`src/rtl/int_stat_pkg.sv`:
```
package int_stat_pkg;

    // Bits reserved to each channel in the shared status byte
    localparam int unsigned CH_STRIDE = 4;
    // Position of the transmit and receive flags inside a channel slice
    localparam int unsigned TX_SLOT   = 0;
    localparam int unsigned RX_SLOT   = 1;

    typedef enum logic [0:0] {
        REQ_IDLE   = 1'b0,
        REQ_ACTIVE = 1'b1
    } req_state_t;

endpackage

```
`src/rtl/int_stat_gather.sv`:
```
module int_stat_gather
    import int_stat_pkg::*;
#(
    parameter int unsigned NUM_CH = 2,
    localparam int unsigned STAT_W = CH_STRIDE * NUM_CH
) (
    input  logic [NUM_CH-1:0] tx_rdy,
    input  logic [NUM_CH-1:0] rx_rdy,
    output logic [STAT_W-1:0] status_v
);

    // Each channel fills its own slice; the reserved slots stay zero.
    for (genvar ch = 0; ch < NUM_CH; ch++) begin : g_slice
        localparam int unsigned BASE = ch * CH_STRIDE;
        always_comb begin
            status_v[BASE +: CH_STRIDE]   = '0;
            status_v[BASE + TX_SLOT]      = tx_rdy[ch];
            status_v[BASE + RX_SLOT]      = rx_rdy[ch];
        end
    end

endmodule

```
`src/rtl/int_mask_reg.sv`:
```
module int_mask_reg #(
    parameter int unsigned STAT_W = 8
) (
    input  logic              clk,
    input  logic              rst_n,
    input  logic              load,
    input  logic [STAT_W-1:0] din,
    output logic [STAT_W-1:0] mask_q
);

    always_ff @(posedge clk) begin
        if (!rst_n) begin
            mask_q <= '0;
        end else if (load) begin
            mask_q <= din;
        end
    end

endmodule

```
`src/rtl/int_req_fsm.sv`:
```
module int_req_fsm
    import int_stat_pkg::*;
(
    input  logic clk,
    input  logic rst_n,
    input  logic pending,
    output logic irq_n
);

    req_state_t state_q;
    req_state_t state_d;

    // Transition logic: raise on any enabled source, drop when none remain
    always_comb begin
        state_d = state_q;
        unique case (state_q)
            REQ_IDLE:   if (pending)  state_d = REQ_ACTIVE;
            REQ_ACTIVE: if (!pending) state_d = REQ_IDLE;
            default:                  state_d = REQ_IDLE;
        endcase
    end

    always_ff @(posedge clk) begin
        if (!rst_n) begin
            state_q <= REQ_IDLE;
        end else begin
            state_q <= state_d;
        end
    end

    // Output decode: line is low only while a request is active
    always_comb begin
        unique case (state_q)
            REQ_ACTIVE: irq_n = 1'b0;
            default:    irq_n = 1'b1;
        endcase
    end

endmodule

```
`src/rtl/int_status_mask.sv`:
```
module int_status_mask
    import int_stat_pkg::*;
#(
    parameter int unsigned NUM_CH   = 2,
    parameter int unsigned ADDR_W   = 4,
    parameter int unsigned REG_ADDR = 5,
    localparam int unsigned STAT_W  = CH_STRIDE * NUM_CH
) (
    input  logic              clk,
    input  logic              rst_n,
    input  logic [NUM_CH-1:0] tx_rdy,
    input  logic [NUM_CH-1:0] rx_rdy,
    input  logic [ADDR_W-1:0] addr,
    input  logic              rd_en,
    input  logic              wr_en,
    input  logic [STAT_W-1:0] wr_data,
    output logic [STAT_W-1:0] rd_data,
    output logic              irq_n
);

    logic              addr_hit;
    logic [STAT_W-1:0] status_v;
    logic [STAT_W-1:0] mask_q;
    logic              pending;

    assign addr_hit = (addr == ADDR_W'(REG_ADDR));

    int_stat_gather #(
        .NUM_CH (NUM_CH)
    ) u_gather (
        .tx_rdy   (tx_rdy),
        .rx_rdy   (rx_rdy),
        .status_v (status_v)
    );

    int_mask_reg #(
        .STAT_W (STAT_W)
    ) u_mask (
        .clk    (clk),
        .rst_n  (rst_n),
        .load   (wr_en && addr_hit),
        .din    (wr_data),
        .mask_q (mask_q)
    );

    assign pending = |(status_v & mask_q);

    int_req_fsm u_fsm (
        .clk     (clk),
        .rst_n   (rst_n),
        .pending (pending),
        .irq_n   (irq_n)
    );

    assign rd_data = (rd_en && addr_hit) ? status_v : '0;

endmodule

```
`config.mk`:
```
export PLATFORM = sky130hd
export DESIGN_NAME = int_status_mask
export DESIGN_NICKNAME = d
export VERILOG_FILES = /design/src/rtl/int_stat_pkg.sv /design/src/rtl/int_stat_gather.sv /design/src/rtl/int_mask_reg.sv /design/src/rtl/int_req_fsm.sv /design/src/rtl/int_status_mask.sv
export SDC_FILE = /design/constraint.sdc
export NUM_CORES = 1
export LEC_CHECK = 0
export ABC_AREA = 1
export CAP_MARGIN = 20
export CORE_AREA = 2 2 39 41
export DETAILED_ROUTE_END_ITERATION = 7
export DIE_AREA = 0 0 41 43
export PLACE_DENSITY = 0.67
export SETUP_SLACK_MARGIN = 0.3
export SYNTH_ARGS = -nofsm -noshare
export SYNTH_HDL_FRONTEND = slang
export SYNTH_SLANG_ARGS = --single-unit
export TNS_END_PERCENT = 100
```
`constraint.sdc`:
```
create_clock -name clk -period 1.6 [get_ports clk]
set_input_delay 0.24 -clock clk [delete_from_list [all_inputs] [get_ports clk]]
set_output_delay 0.24 -clock clk [all_outputs]
set_load 0.01 [all_outputs]
```
After elaboration in Yosys (flattened, before gate mapping)
Cells that the tools add are included.
{"block": "totals", "mem_count": 0, "elab_cells": 10, "register_bits": 9, "ram_bits": 0, "out_inout_bits": 9, "latch_bits": 0, "rom_bits": 0}
{"block": "op_classes", "muxes": 3, "n_lt_le_gt_ge": 0, "n_div": 0, "n_mul": 0, "n_shift": 0, "n_eq_ne": 1, "add_sub_neg": 0, "reduce_logical": 3, "n_bitwise": 1}
{"operator": "bitwise AND 6 x 8 -> 8 bit", "count": 1}
{"operator": "OR reduction 8 bit", "count": 1}
{"operator": "2-to-1 mux 6 bit", "count": 1}
{"operator": "== test 4 x 3 -> 1 bit (second input constant)", "count": 1}
{"operator": "logical AND 1 bit", "count": 2}
{"operator": "2-to-1 mux 1 bit", "count": 2}

Longest topological paths before layout
Gate-level depths: netlist of run 1.
{"block": "logic_depth", "ltp_word": 3, "ltp_mapped": 6, "mapped_depth_nobuf": 6}

Cells and area by module
From an unflattened synthesis of run 1, not the netlist that was laid out.
{"block": "hier_totals", "hier_cells": 100, "hier_area_um2": 606.8}
{"mod": "int_mask_reg", "cells_per_inst": 51, "area_per_inst_um2": 356.6, "n_inst": 1}
{"mod": "int_status_mask", "cells_per_inst": 36, "area_per_inst_um2": 155.1, "n_inst": 1}
{"mod": "int_stat_gather", "cells_per_inst": 9, "area_per_inst_um2": 63.8, "n_inst": 1}
{"mod": "int_req_fsm", "cells_per_inst": 4, "area_per_inst_um2": 31.3, "n_inst": 1}

Least setup slack after synthesis of run 1
No wires, ideal clock.
{"block": "synth_path", "kind": "input to output", "startpoint": "input addr[3]", "endpoint": "output rd_data[0]", "arrival_time_ns": 0.726, "slack_ns": 0.634, "stages": 3, "cell_sequence": "nor2_4 -> nand3_1 -> nor2_1"}
{"block": "synth_via", "elab_chain_len": 3}
{"element": "start: declaration", "line": "int_status_mask.sv:13", "rtl": "input logic [ADDR_W-1:0] addr,"}
{"element": "== test 4 x 3 -> 1 bit", "line": "int_status_mask.sv:26", "rtl": "assign addr_hit = (addr == ADDR_W'(REG_ADDR));"}
{"element": "logical AND 1 bit", "line": "int_status_mask.sv:55", "rtl": "assign rd_data = (rd_en && addr_hit) ? status_v : '0;"}
{"element": "2-to-1 mux 6 bit", "line": "int_status_mask.sv:55"}
{"element": "end: declaration", "line": "int_status_mask.sv:17", "rtl": "output logic [STAT_W-1:0] rd_data,"}
Every way passes these cells.

Final worst setup path of run 1
{"block": "layout_path", "startpoint": "input tx_rdy[0]", "endpoint": "output rd_data[0]"}
{"block": "layout_via", "elab_chain_len": 1}
{"element": "start: declaration", "line": "int_status_mask.sv:11", "rtl": "input logic [NUM_CH-1:0] tx_rdy,"}
{"element": "2-to-1 mux 6 bit", "line": "int_status_mask.sv:55"}
Every way passes these cells.

==> results of run 1 <==
registers in the layout (all words and copies together) (netlist names):
| name | count |
|---|---|
| u_fsm.state_q | 1 |
| u_mask.mask_q | 4 |
cells in the final DEF, fill, tap and decap left out:
master	count
nand3_4	2
nand2_1	11
nor2_4	1
buf_4	2
o21ai_0	2
dlygate4sd2_1	6
inv_2	1
nor2_1	6
clkbuf_1	1
dfxtp_1	5
clkdlybuf4s50_1	10
nor2_2	2
o21a_1	1
nand4_1	4
clkbuf_4	3
inv_1	17
conb_1	4
buf_2	4
power groups by stage:
stage / registers [mW] / logic, mW / clock network, mW
2_1_floorplan: 0.131 / 0.0334 / 0
3_3_place_gp: 0.131 / 0.0771 / 0
3_5_place_dp: 0.131 / 0.0777 / 0
4_1_cts: 0.129 / 0.0752 / 0.157
5_1_grt: 0.129 / 0.0835 / 0.167
6_report: 0.129 / 0.0745 / 0.149
final cells by class:
cell class	instances	area, um2	share of cell area (%)
Clock buffer	4	26.3	4.52
Inverter	18	67.6	11.6
Multi-Input combinational cell	33	180	31.0
Sequential cell	5	100	17.2
Tap cell	16	20.0	3.44
Timing Repair Buffer	22	188	32.3
routing by layer:
metal  up-vias  track usage [%]
met2        21             15.3
met5         -                0
met1       154             12.2
met4         0             6.00
li1        207                -
met3         0             7.85
path summary, 6_finish.rpt:
check,depth (start not counted),to,startpoint
setup / recovery,4,rd_data[0],tx_rdy[0]
setup reg to reg,3,u_fsm.state_q,u_mask.mask_q[4]
hold reg to reg,4,u_mask.mask_q[1],u_mask.mask_q[1]
hold / removal,4,u_mask.mask_q[1],u_mask.mask_q[1]
synth_stat cells:
cell     count
buf_4        4
conb_1       1
dfxtp_1      5
inv_1       17
inv_2        1
nand2_1     11
nand3_1      1
nand3_4      1
nand4_1      4
nor2_1       8
nor2_4       1
o21a_1       1
o21ai_0      2
critical path, delay by kind of cell:
| kind | cells | cell delay [ns] |
|---|---|---|
| and+or+nand+nor | 1 | 0.10 |
| buffers and inverters | 3 | 0.63 |
cells by family after synthesis:
kind of cell    after synthesis  synth area share [%]
simple gates                 26                  37.3
other cells                   1                  1.07
flops                         5                  28.7
compound gates                3                  5.02
buf+inv                      22                  28.0
per-stage QoR:
stage          power, mW  setup WS [ns]  hold slack [ns]  std cells  area, um2
2_1_floorplan      0.164          0.634            0.357         60        360
3_3_place_gp       0.208         -0.286            0.502         94        566
3_5_place_dp       0.209         -0.300            0.496         94        566
4_1_cts            0.361          0.364            0.506         98        582
5_1_grt            0.379          0.339            0.530         98        582
6_report           0.352          0.377            0.506         98        582
==> metrics.yaml, run 1 <==
synth_cell_type_count: 13
wl_met3_um: 84
slew_violations: 0
antenna_found_initial: 0
avgSynthCellArea_um2: 6.12
clock_sinks: 5
combPwrFrac_pct: 21.2
core_um2: 1380
fin_crit_ns: 1.22
via_per_inst: 3.90
clkPwrFrac_pct: 42.2
switching_share_pct: 25.2
leakage_nw: 0.298
vias: 382
place_congestion: 0.670
wl_met2_um: 350
highest_layer: "met3"
cp_slowest_cell: "clkdlybuf4s50_1"
remaining_drc_errors: 0
cts-root-buf: "clkbuf_4"
synth_warnings: 0
die_x_um: 41
power_frac_seq_pct: 36.6
switching_power_mw: 0.0885
path_cells: "clkdlybuf4s50_1 -> inv_1 -> nor2_2 -> buf_2"
fill_cells: 164
slowest_delay_ns: 0.45
skew_ns: 0.00239
clkSlewWorstSetupHoldPaths_ns: 0.04
clockBufferDepth: 2
overflow: 0
netlist.area_leader.share_pct: 28.7
cap_violations: 0
syn_to_final_growth_pct: 66.7
finalSetupViolCount: 0
max_freq_mhz: 817
pin_count: 29
status: "finished, final reports clean"
groute.usage.overall_pct: 11.1
crit_fanout: 2
final_nets: 103
setup.worst_path.end_class: "output port"
hold_path.class: "reg -> reg"
port_buffers: 20
fin_util_pct: 42.0
cts_buffers: 3
required_ns: 1.36
ctsHoldBuffers: 0
start_kind: "input port"
p_per_area_nw_per_um2: 604
mappedNetlistArea_um2: 349
synth_area_leader_cell: "dfxtp_1"
dp_hpwl_um: 643
grt_setup_unrepaired: "false"
worstSetupPathType: "in -> out"
synth_cells: 57
grt_pass1_vias: 322
grt_start_max_net_pins: 6
cts_htree_levels: 1
period_share_pct: 76.5
drive_above_1_share_pct: 18.3
clk_latency_ns: 0.24
crit_arrival_ns: 0.98
start_util_pct: 25.2
hold_violations: 0
drtIter0Drc: 6
cts_tree: "done"
r2r_setup_slack_ns: 0.88
postRouteAntennaNets: 0
wl_per_cell_um: 7.48
std_cell_rows: 14
routed_wirelength_um: 733
ys_ff_latch: 5
post_cts_resized: 26
postCtsSetupBuffers: 0
antenna_cells: 0
grt_pass1_wl_mm: 1.26
peakVddDrop_v: 0.000283
fp.dieH_um: 43
synth_area_leaders: "dfxtp_1, inv_1, nand2_1, buf_4, nor2_1"
first_pass_iters: 3
setup_tns_ns: 0
fp.dieArea_um2: 1760
yosysSeqAreaShare_pct: 28.7
p_int_mw: 0.263
met1Wirelength_um: 298
No activity file was read; power rests on OpenSTA's default activity.
==> run 2: changes to the inputs <==
==> constraint.sdc (replaced) <==
create_clock -name clk -period 1.2 [get_ports clk]
set_input_delay 0.18 -clock clk [delete_from_list [all_inputs] [get_ports clk]]
set_output_delay 0.18 -clock clk [all_outputs]
set_load 0.01 [all_outputs]
==> metrics.yaml, run 2 (same netlist as run 1, synthesis figures left out) <==
status: "finished, final reports clean"
finalSetupViolCount: 0  # unchanged
cts_buffers: 3  # unchanged
largest-register: "u_mask.mask_q"
fp.dieH_um: 43  # unchanged
std_cell_rows: 14  # unchanged
switching_power_mw: 0.122  # +37%
setup_ws_ns: 0.291  # -0.0858 ns
worstSetupPathType: "in -> out"
via_per_inst: 3.86  # -1.0%
p_int_mw: 0.351  # +33%
fin_util_pct: 42.3  # +0.27 points
wl_per_cell_um: 7.92  # +5.9%
dp_slack_ns: -0.577  # -0.277 ns
grt_setup_unrepaired: "true"
power_frac_seq_pct: 36.3  # -0.3 points
cts_htree_levels: 1  # unchanged
grt_pass1_vias: 327  # +1.6%
dp_hpwl_um: 654  # +1.8%
period_share_pct: 75.8
pin_count: 29  # unchanged
layout_common_cells: "inv_1, nand2_1, nor2_1, buf_2"
cts_tree: "done"
syn_to_final_growth_pct: 67.7
fin_area_um2: 586  # +0.65%
die_x_um: 41  # unchanged
peakVddDrop_v: 0.000338  # +19%
p_per_area_nw_per_um2: 807  # +33%
core_um2: 1380  # unchanged
fin_crit_ns: 0.909
clockBufferDepth: 2  # unchanged
grt_start_max_net_pins: 6  # unchanged
drtIter0Drc: 3  # -3
crit_fanout: 4  # +2
vias: 382  # unchanged
crit_arrival_ns: 0.73  # -0.25 ns
switching_share_pct: 25.7  # +0.58 points
fill_cells: 165  # +0.61%
reg_top3: "u_mask.mask_q: 4 flops, u_fsm.state_q: 1 flops"
routed_wirelength_um: 784  # +7.0%
hold_violations: 0  # unchanged
port_buffers: 20  # unchanged
largest_register_ffs: 4  # unchanged
final_nets: 104  # +0.97%
first_pass_iters: 3  # unchanged
clkSlewWorstSetupHoldPaths_ns: 0.05  # about the same
dpl_cell_area_um2: 566  # unchanged
antenna_cells: 0  # unchanged
drive_above_1_share_pct: 27.7  # +9.4 points
groute.usage.overall_pct: 10.4  # -0.70 points
setup_tns_ns: 0  # unchanged
grt_pass1_wl_mm: 1.21  # -4.4%
max_freq_mhz: 1100
ctsHoldBuffers: 0  # unchanged
required_ns: 1.02  # -0.34 ns
overflow: 0  # unchanged
fp.dieArea_um2: 1760  # unchanged
leakage_nw: 0.310  # +4.2%
setup.worst_path.end_class: "output port"
hold_path.class: "in -> reg"
postRouteAntennaNets: 0  # unchanged
start_util_pct: 25.2  # unchanged
antenna_found_initial: 0  # unchanged
slew_violations: 0  # unchanged
combPwrFrac_pct: 21.3  # about the same
final_common_cell: "inv_1"
timing.hold.ws_ns: 0.399  # -0.107 ns
clk_latency_ns: 0.24  # about the same
clock_sinks: 5  # unchanged
remaining_drc_errors: 0  # unchanged
start_kind: "input port"
clkPwrFrac_pct: 42.4  # +0.2 points
cts-root-buf: "clkbuf_4"
place_congestion: 0.670  # unchanged
cap_violations: 0  # unchanged
skew_ns: 0.00338  # +0.000997 ns
## run 2: changes by cell type in the layout (fill, tap and decap cells not counted)
| cell | previous run | this run |
|---|---|---|
| inv_2 | 1 | 2 |
| buf_4 | 2 | 3 |
| buf_6 | 0 | 3 |
| buf_2 | 4 | 6 |
| clkdlybuf4s15_2 | 0 | 1 |
| clkdlybuf4s50_1 | 10 | 5 |
| dlygate4sd2_1 | 6 | 5 |
| inv_1 | 17 | 16 |
## run 2: worst paths after layout
path | slack [ns] | cells after the start | to | from
setup reg to reg | 0.48 | 3 | u_fsm.state_q | u_mask.mask_q[4]
hold reg to reg | 0.51 | 4 | u_mask.mask_q[5] | u_mask.mask_q[5]
setup / recovery | 0.29 | 5 | rd_data[1] | addr[1]
hold / removal | 0.40 | 4 | u_fsm.state_q | rx_rdy[0]
## run 2: worst max-delay path: stages
cell and delay, ns:
buf_6 0.09, nor2_4 0.12, nand3_4 0.10, nor2_2 0.10, buf_2 0.13
## run 2: metal layers
metal,global-route usage [%],wire length [um],vias up
met2,15.9,382,23
met3,6.28,97,0
met4,4.00,0,0
li1,-,-,209
met5,0,0,-
met1,11.3,303,150
## run 2: power by group through the flow
stage	logic (mW)	clock network, mW	registers, mW
2_1_floorplan	0.0445	0	0.175
3_3_place_gp	0.103	0	0.175
3_5_place_dp	0.104	0	0.175
4_1_cts	0.100	0.209	0.172
5_1_grt	0.111	0.215	0.172
6_report	0.100	0.200	0.172
## run 2: metrics by stage
stage               power, mW  cells
finish                  0.472     99
global route            0.498     99
CTS                     0.480     99
detailed placement      0.279     94
global placement        0.277     94
floorplan               0.219     60
## run 2: final cells by class
class                   count  area [um2]  share of cell area [%]
repair buffers             23         191                    32.7
multi-input cells          33         180                    30.8
flip-flops and latches      5         100                    17.1
clock buffers               4        26.3                    4.49
inverters                  18        67.6                    11.5
well taps                  16        20.0                    3.42
## run 2: repair_timing
| item | in CTS | in global routing |
|---|---|---|
| buffers inserted | 1 | 0 |
| pin swaps | 6 | 3 |
| resized for setup | 49 | 1 |
| setup endpoints to repair | 9 | 5 |
